## src/rtl/ind_branch_seq_pkg.sv

```systemverilog
package ind_branch_seq_pkg;

    typedef enum logic [2:0] {
        ST_IDLE   = 3'd0,
        ST_REJECT = 3'd1,
        ST_SLOT   = 3'd2,
        ST_HOLD_A = 3'd3,
        ST_HOLD_B = 3'd4,
        ST_JUMP_D = 3'd5,
        ST_JUMP_N = 3'd6
    } seq_state_t;

    typedef enum logic [1:0] {
        KIND_PLAIN  = 2'd0,
        KIND_PREFIX = 2'd1,
        KIND_BRANCH = 2'd2,
        KIND_BREAK  = 2'd3
    } retire_kind_t;

endpackage

```

## src/rtl/ibs_target.sv

```systemverilog
module ibs_target #(
    parameter int XLEN = 32
) (
    input  logic            abs_sel,
    input  logic [XLEN-1:0] pc_in,
    input  logic [XLEN-1:0] opnd_in,
    output logic [XLEN-1:0] tgt_out
);
    logic [XLEN-1:0] rel_sum;

    // two's-complement sum, carry out discarded (wraps at XLEN bits)
    assign rel_sum = pc_in + opnd_in;

    always_comb begin
        if (abs_sel) tgt_out = opnd_in;
        else         tgt_out = rel_sum;
    end

    always_comb begin
        assert_abs_passthru_R2: assert (!abs_sel || tgt_out == opnd_in);
    end
endmodule

```

## src/rtl/ibs_slot_chk.sv

```systemverilog
module ibs_slot_chk
    import ind_branch_seq_pkg::*;
#(
    parameter int KW = 2
) (
    input  logic [KW-1:0] kind_in,
    output logic          bad_out
);
    retire_kind_t kind;

    assign kind = retire_kind_t'(kind_in);

    always_comb begin
        unique case (kind)
            KIND_PLAIN:  bad_out = 1'b0;
            KIND_PREFIX: bad_out = 1'b1;
            KIND_BRANCH: bad_out = 1'b1;
            KIND_BREAK:  bad_out = 1'b1;
            default:     bad_out = 1'b1;
        endcase
    end
endmodule

```

## src/rtl/ibs_capture.sv

```systemverilog
module ibs_capture #(
    parameter int XLEN = 32,
    parameter int RIDX = 5
) (
    input  logic            clk,
    input  logic            rst,
    input  logic            accept,
    input  logic            slot_done,
    input  logic [XLEN-1:0] tgt_in,
    input  logic [XLEN-1:0] pc_in,
    input  logic [RIDX-1:0] idx_in,
    input  logic            link_in,
    input  logic            bad_in,
    output logic [XLEN-1:0] tgt_q,
    output logic [XLEN-1:0] pc_q,
    output logic [RIDX-1:0] idx_q,
    output logic            link_q,
    output logic            bad_q
);
    always_ff @(posedge clk) begin
        if (rst) begin
            tgt_q  <= '0;
            pc_q   <= '0;
            idx_q  <= '0;
            link_q <= 1'b0;
            bad_q  <= 1'b0;
        end else begin
            if (accept) begin
                tgt_q  <= tgt_in;
                pc_q   <= pc_in;
                idx_q  <= idx_in;
                link_q <= link_in;
                bad_q  <= 1'b0;
            end
            if (slot_done) begin
                bad_q <= bad_in;
            end
        end
    end

    assert_target_held_R10: assert property (@(posedge clk) disable iff (rst)
        !accept |=> $stable(tgt_q));
endmodule

```

## src/rtl/ibs_fsm.sv

```systemverilog
module ibs_fsm
    import ind_branch_seq_pkg::*;
(
    input  logic clk,
    input  logic rst,
    input  logic br_valid,
    input  logic br_link,
    input  logic br_dly,
    input  logic retire_valid,
    input  logic irq_req,
    input  logic link_q,
    input  logic bad_q,
    output logic accept,
    output logic slot_done,
    output logic redir_valid,
    output logic flush,
    output logic link_we,
    output logic irq_ack,
    output logic illegal_seq
);
    seq_state_t st_q, st_nxt;

    always_ff @(posedge clk) begin
        if (rst) st_q <= ST_IDLE;
        else     st_q <= st_nxt;
    end

    always_comb begin
        st_nxt = st_q;
        unique case (st_q)
            ST_IDLE: begin
                if (br_valid) begin
                    if (br_link && !br_dly) st_nxt = ST_REJECT;
                    else if (br_dly)        st_nxt = ST_SLOT;
                    else                    st_nxt = ST_HOLD_A;
                end
            end
            ST_REJECT: st_nxt = ST_IDLE;
            ST_SLOT:   if (retire_valid) st_nxt = ST_JUMP_D;
            ST_HOLD_A: st_nxt = ST_HOLD_B;
            ST_HOLD_B: st_nxt = ST_JUMP_N;
            ST_JUMP_D: st_nxt = ST_IDLE;
            ST_JUMP_N: st_nxt = ST_IDLE;
            default:   st_nxt = ST_IDLE;
        endcase
    end

    always_comb begin
        accept      = 1'b0;
        slot_done   = 1'b0;
        redir_valid = 1'b0;
        flush       = 1'b0;
        link_we     = 1'b0;
        irq_ack     = 1'b0;
        illegal_seq = 1'b0;
        unique case (st_q)
            ST_IDLE: begin
                accept  = br_valid;
                irq_ack = irq_req && !br_valid;
            end
            ST_REJECT: illegal_seq = 1'b1;
            ST_SLOT:   slot_done = retire_valid;
            ST_HOLD_A: ;
            ST_HOLD_B: ;
            ST_JUMP_D: begin
                redir_valid = 1'b1;
                link_we     = link_q;
                illegal_seq = bad_q;
            end
            ST_JUMP_N: begin
                redir_valid = 1'b1;
                flush       = 1'b1;
            end
            default: ;
        endcase
    end

    assert_redir_pulse_R5: assert property (@(posedge clk) disable iff (rst)
        redir_valid |=> !redir_valid);

    assert_flush_with_redir_R6: assert property (@(posedge clk) disable iff (rst)
        flush |-> redir_valid);

    assert_slot_to_redir_R5: assert property (@(posedge clk) disable iff (rst)
        slot_done |=> (redir_valid && !flush));

    assert_link_slot_path_R4: assert property (@(posedge clk) disable iff (rst)
        link_we |-> (redir_valid && !flush));

    assert_no_irq_in_flight_R9: assert property (@(posedge clk) disable iff (rst)
        irq_ack |-> (!redir_valid && !illegal_seq && !accept));

    assert_reject_quiet_R7: assert property (@(posedge clk) disable iff (rst)
        (illegal_seq && !redir_valid) |=> (!redir_valid && !illegal_seq));
endmodule

```

## src/rtl/ind_branch_seq.sv

```systemverilog
module ind_branch_seq #(
    parameter int XLEN = 32,
    parameter int RIDX = 5,
    parameter int KW   = 2
) (
    input  logic            clk,
    input  logic            rst,
    input  logic            br_valid,
    input  logic            br_link,
    input  logic            br_abs,
    input  logic            br_dly,
    input  logic [XLEN-1:0] cur_pc,
    input  logic [XLEN-1:0] opnd_b,
    input  logic [RIDX-1:0] dst_idx,
    input  logic            retire_valid,
    input  logic [KW-1:0]   retire_kind,
    input  logic            irq_req,
    output logic            redir_valid,
    output logic [XLEN-1:0] redir_pc,
    output logic            flush,
    output logic            link_we,
    output logic [RIDX-1:0] link_idx,
    output logic [XLEN-1:0] link_data,
    output logic            irq_ack,
    output logic            illegal_seq
);
    logic [XLEN-1:0] tgt;
    logic            slot_bad;
    logic            accept;
    logic            slot_done;
    logic            link_q;
    logic            bad_q;

    ibs_target #(.XLEN(XLEN)) u_target (
        .abs_sel (br_abs),
        .pc_in   (cur_pc),
        .opnd_in (opnd_b),
        .tgt_out (tgt)
    );

    ibs_slot_chk #(.KW(KW)) u_slot (
        .kind_in (retire_kind),
        .bad_out (slot_bad)
    );

    ibs_capture #(.XLEN(XLEN), .RIDX(RIDX)) u_cap (
        .clk       (clk),
        .rst       (rst),
        .accept    (accept),
        .slot_done (slot_done),
        .tgt_in    (tgt),
        .pc_in     (cur_pc),
        .idx_in    (dst_idx),
        .link_in   (br_link),
        .bad_in    (slot_bad),
        .tgt_q     (redir_pc),
        .pc_q      (link_data),
        .idx_q     (link_idx),
        .link_q    (link_q),
        .bad_q     (bad_q)
    );

    ibs_fsm u_fsm (
        .clk          (clk),
        .rst          (rst),
        .br_valid     (br_valid),
        .br_link      (br_link),
        .br_dly       (br_dly),
        .retire_valid (retire_valid),
        .irq_req      (irq_req),
        .link_q       (link_q),
        .bad_q        (bad_q),
        .accept       (accept),
        .slot_done    (slot_done),
        .redir_valid  (redir_valid),
        .flush        (flush),
        .link_we      (link_we),
        .irq_ack      (irq_ack),
        .illegal_seq  (illegal_seq)
    );

    assert_flush_no_link_R4: assert property (@(posedge clk) disable iff (rst)
        flush |-> !link_we);
endmodule

```

## config.mk

```make
export PLATFORM = sky130hd
export DESIGN_NAME = ind_branch_seq
export DESIGN_NICKNAME = d
export VERILOG_FILES = /design/src/rtl/ind_branch_seq_pkg.sv /design/src/rtl/ibs_target.sv /design/src/rtl/ibs_slot_chk.sv /design/src/rtl/ibs_capture.sv /design/src/rtl/ibs_fsm.sv /design/src/rtl/ind_branch_seq.sv
export SDC_FILE = /design/constraint.sdc
export NUM_CORES = 1
export LEC_CHECK = 0
export BUFFER_PORTS_ARGS = -buffer_cell sky130_fd_sc_hd__buf_2
export CAP_MARGIN = 20
export CORE_ASPECT_RATIO = 0.75
export CORE_MARGIN = 10
export CORE_UTILIZATION = 52
export CTS_CLUSTER_DIAMETER = 120
export DETAILED_ROUTE_END_ITERATION = 8
export PLACE_DENSITY = 0.81
export RECOVER_POWER = 50
export SYNTH_ARGS = -nofsm -noshare
export SYNTH_HDL_FRONTEND = slang
export SYNTH_HIERARCHICAL = 1
export SYNTH_SLANG_ARGS = --single-unit
export TNS_END_PERCENT = 10
```

## constraint.sdc

```tcl
create_clock -name clk -period 3.7 [get_ports clk]
set_input_delay 0.74 -clock clk [delete_from_list [all_inputs] [get_ports clk]]
set_output_delay 0.74 -clock clk [all_outputs]
set_load 0.01 [all_outputs]
```

# Yosys cells after proc, flatten, opt, wreduce, memory -nomap -nowiden
# Index checks and enable logic that the tools add are counted.
# totals
register_bits	74
inputBits	79
elab_cells	44
# op_classes
addsub	1
eq_ne	11
muxes	16
n_reduce_logical	10
# op_table
cell	count
32-bit adder	1
32-bit 2-to-1 mux	1
3-bit one-hot mux with 4 select lines	1
3-bit equality test, second input constant	3
1-bit 2-to-1 mux	9
3-bit 2-to-1 mux	3
3-bit by 2-bit equality test with 1-bit output, second input constant	2
2-bit equality test, second input constant	2
2-bit != test, second input constant	2
1-bit one-hot mux with 2 select lines	2
3-bit by 1-bit equality test with 1-bit output, second input constant	1
3-bit zero test	1
3-bit OR reduction	1
2-bit by 1-bit equality test with 1-bit output, second input constant	1
1-bit logical AND	2
1-bit zero test	2
2-bit zero test	1
2-bit AND reduction	1
2-bit nonzero test	1
2-bit OR reduction	1

# Depth between registers and ports, before layout
# logic_depth
word_depth	5
depth_mapped	11

# Modules after synthesis
# Netlist, hierarchy kept.
# by_module_without_submodules
module	instances	cells_each	area_per_inst_um2
ibs_capture	1	230	2489.9
ibs_target	1	316	2169.6
ibs_fsm	1	28	224.0
ibs_slot_chk	1	1	6.3

# Least setup slack after synthesis
# No wires, ideal clock.
# synth_timing
path_type	input to register
startpoint	in cur_pc[0]
endpoint	reg u_cap.tgt_q[24]
setup_time_ns	0.128
t_arrival_ns	2.718
required_ns	3.572
slack_ns	0.855
cell_stages	11
path_buffers	0
cell_sequence	ha_1 > fa_1 > a21oi_1 > o22ai_1 > o31ai_4 > o31ai_2 > o31ai_2 > nand2_1 > o221a_2 > mux2i_1 > nor2_1
# synth_via
elab_chain_len	2
# synth_rtl
item	line	text
from (decl)	ind_branch_seq.sv:12	input logic [XLEN-1:0] cur_pc,
32-bit adder	ibs_target.sv:12	assign rel_sum = pc_in + opnd_in;
32-bit 2-to-1 mux	ibs_target.sv:15	if (abs_sel) tgt_out = opnd_in;
via tgt[24]	ind_branch_seq.sv:27	logic [XLEN-1:0] tgt;
to (signal assigned)	ibs_capture.sv:29	tgt_q <= tgt_in;
to (decl)	ibs_capture.sv:14	output logic [XLEN-1:0] tgt_q,
# The timed path passes the listed nets, and every way through them passes these cells.
# A chain may end at the register's enable or synchronous reset.

# Final worst setup path
# Same ends and word-level chain as after synthesis.

==> results.sh <==
export IMPL_outcome="finished, violations left"
export IMPL_failed_checks="capacitance limit, slew limit"
export IMPL_dp_cells=823
export IMPL_crit_fanout=5
export IMPL_diodes=0
export IMPL_seq_area_mm2=0.00148
export IMPL_final_util_pct=64.2
export IMPL_setup_viol=0
export IMPL_post_cts_buffers=0
export IMPL_fin_hold_ws_ns=0.493
export IMPL_final_cell_mix="nor2_1 (92), buf_2 (82), dfxtp_1 (74)"
export IMPL_total_power_mw=2.64
export IMPL_setup_ws_ns=0.731
export IMPL_synth_warnings=6
export IMPL_vias=4743
export IMPL_pre_cts_ws_ns=0.433
export IMPL_max_vdd_ir_drop_uv=299
export IMPL_grt_max_degree=48
export IMPL_gp_congestion=0.911
export IMPL_postSynthAreaPerCell_um2=8.50
export IMPL_fmax_ghz=0.337
export IMPL_die_w_um=132
export IMPL_antenna_found_initial=0
export IMPL_syn_to_final_growth_pct=19.7
export IMPL_worstReg2RegStart="u_fsm/st_q[0]"
export IMPL_grt_pass1_vias=4662
export IMPL_slew_headroom_pct=-10.8
export IMPL_syn_num_nets=686
export IMPL_place_area_mm2=0.00564
export IMPL_ios=153
export IMPL_dp_hpwl_mm=11.0
export IMPL_cts_tree="yes"
export IMPL_whs_path_depth=2
export IMPL_row_count=30
export IMPL_die_y_um=104
export IMPL_syn_inst=575
export IMPL_synth_cell_types=66
export IMPL_ctsResizeCount=0
export IMPL_r2r_worst_path_cells=4
export IMPL_cp_required_ns=3.90
export IMPL_clkLatencyLatePin_ns=0.34
export IMPL_first_pass_iters=5
export IMPL_drv_slew=25
export IMPL_grt_pass1_wl_mm=22.9
export IMPL_cp_start_kind="input pin"
export IMPL_grt_overflow_total=0
export IMPL_multi_input_area_mm2=0.00315
export IMPL_whs_endpoint="u_cap/pc_q[21]"
export IMPL_antenna_left=0
export IMPL_rsz0062_at_grt="false"
export IMPL_clock_skew_ns=0.00898
export IMPL_wl_per_cell_um=16.8
export IMPL_final_common_cell="nor2_1"
export IMPL_vias_per_cell=5.65
export IMPL_root_buffer="clkbuf_16"
export IMPL_worstReg2RegEnd="u_cap/pc_q[17]"
export IMPL_grtUsageTotal_pct=19.8
export IMPL_worstPathArrival_ns=3.17
export IMPL_io_buffers=152
export IMPL_tns_ns=0
export IMPL_hold_viol_final=0
export IMPL_hold_class="register to register"
export IMPL_cts_hold_buf=0
export IMPL_ctsLongestPathBuffers=2
export IMPL_die_area_mm2=0.0137
export IMPL_fin_crit_ns=2.97
export IMPL_async_flop_share_pct=0
export IMPL_synth_main_ff_cell="dfxtp_1"
export IMPL_start_util_pct=53.6
export IMPL_design_area_mm2=0.00585
export IMPL_wl_mm=14.1
export IMPL_power_density_mw_per_mm2=451
export IMPL_tritoncts_num_buffers=9
export IMPL_hold_start="u_cap/pc_q[21]"
export IMPL_stdcell_count=839
export IMPL_r2r_slack_ns=0.94
export IMPL_clock_sinks=74
export IMPL_core_area_mm2=0.00912
export IMPL_nFillCells=829
export IMPL_ctsHtreeMaxLevel=3
export IMPL_synth_edff_count=0
export IMPL_dr_first_iter_drc_count=270
export IMPL_drv_cap=1
export IMPL_path_class="input pin to register"
export IMPL_drive_gt1_share_pct=17.9
export IMPL_nets=817
export IMPL_synth_seq_cells=74
export IMPL_drc=0
export IMPL_clk_pin_slew_ns=0.05
export IMPL_power_leakage_nw=2.59
export IMPL_finalCritPeriodShare_pct=80.2
export IMPL_cp_end_kind="register"
export IMPL_ys_seq_area_share_pct=30.3
export IMPL_syn_area_mm2=0.00489
export IMPL_worst_pin_slew_ns=1.66
==> routing by layer <==
metal	vias up	global-route usage [%]	share of wire, %
met3	33	7.09	8.6
met1	2177	25.1	45
met2	228	30.1	44
met5	-	0	0
li1	2305	-	-
met4	0	7.05	2.2
==> worst max path at each step <==
| stage | startpoint | to | slack [ns] | depth (start not counted) |
|---|---|---|---|---|
| 2_1_floorplan | cur_pc[0] | u_cap/tgt_q[24] | 0.85 | 11 |
| 3_3_place_gp | cur_pc[0] | u_cap/tgt_q[24] | 0.51 | 12 |
| 3_5_place_dp | cur_pc[0] | u_cap/tgt_q[24] | 0.43 | 12 |
| 4_1_cts | cur_pc[0] | u_cap/tgt_q[24] | 0.77 | 12 |
| 5_1_grt | cur_pc[0] | u_cap/tgt_q[28] | 0.48 | 12 |
| 6_report | cur_pc[0] | u_cap/tgt_q[24] | 0.73 | 12 |
==> kinds of logic (layout without fill, tap and decap cells) <==
kind of cell	Yosys count	after routing	share of synthesized area, %
buffers and inverters	48	184	5.07
DFF	74	74	30.3
muxes	78	78	16.1
AOI/OAI and AO/OA	122	122	18.0
xor gates and xnor gates	26	26	4.66
adders and majority gates	32	32	8.34
and+or+nand+nor	195	195	17.5
==> registers in the layout, indices dropped and copies added, names as in the netlist <==
signal / count
u_cap/link_q: 1
u_cap/pc_q: 32
u_cap/tgt_q: 32
u_fsm/st_q: 3
u_cap/bad_q: 1
u_cap/idx_q: 5
==> area by class of cell <==
type,count,area share [%]
inverters,12,0.770
well taps,128,2.74
repair buffers,156,12.0
clock inverters,5,1.35
clock buffers,11,3.98
multi-input cells,453,53.9
flip-flops and latches,74,25.3
==> worst max-delay path: stages <==
cell and delay [ns]:
buf_2 0.11, ha_1 0.22, fa_1 0.42, a21oi_1 0.22
o22ai_1 0.19, o31ai_4 0.34, o31ai_2 0.16, o31ai_2 0.36
nand2_1 0.08, o221a_2 0.13, mux2i_1 0.13, nor2_1 0.05
==> power breakdown <==
group | leakage (nW) | total (mW) | switching [mW] | internal, mW
Clock | 0.153 | 0.922 | 0.333 | 0.589
Combinational | 1.83 | 0.792 | 0.457 | 0.335
Sequential | 0.607 | 0.925 | 0.0481 | 0.877
==> synthesized netlist by cell type, drive strengths merged, types with 2 or more instances <==
library cell / instances / area [um^2]
buf: 15 / 123
a221oi: 3 / 32.5
o31ai: 5 / 61.3
and3: 5 / 32.5
a41oi: 2 / 17.5
o21a: 2 / 22.5
nand2: 57 / 219
dfxtp: 74 / 1480
a2111oi: 2 / 30.0
nor2b: 2 / 12.5
nand3: 12 / 60.1
and4: 3 / 30.0
o211ai: 3 / 27.5
xnor2: 18 / 158
a211oi: 3 / 22.5
nand4: 7 / 43.8
ha: 31 / 388
mux2: 6 / 67.6
inv: 12 / 45.1
a31oi: 6 / 37.5
o21bai: 5 / 37.5
a21o: 14 / 105
a21oi: 28 / 159
clkbuf: 21 / 80.1
mux2i: 72 / 721
o221ai: 2 / 35.0
and2: 2 / 12.5
nor2: 92 / 345
xor2: 8 / 70.1
o22ai: 3 / 18.8
or3b: 2 / 17.5
nor3: 6 / 30.0
o21ai: 36 / 191
(Power assumes the default switching activity.)
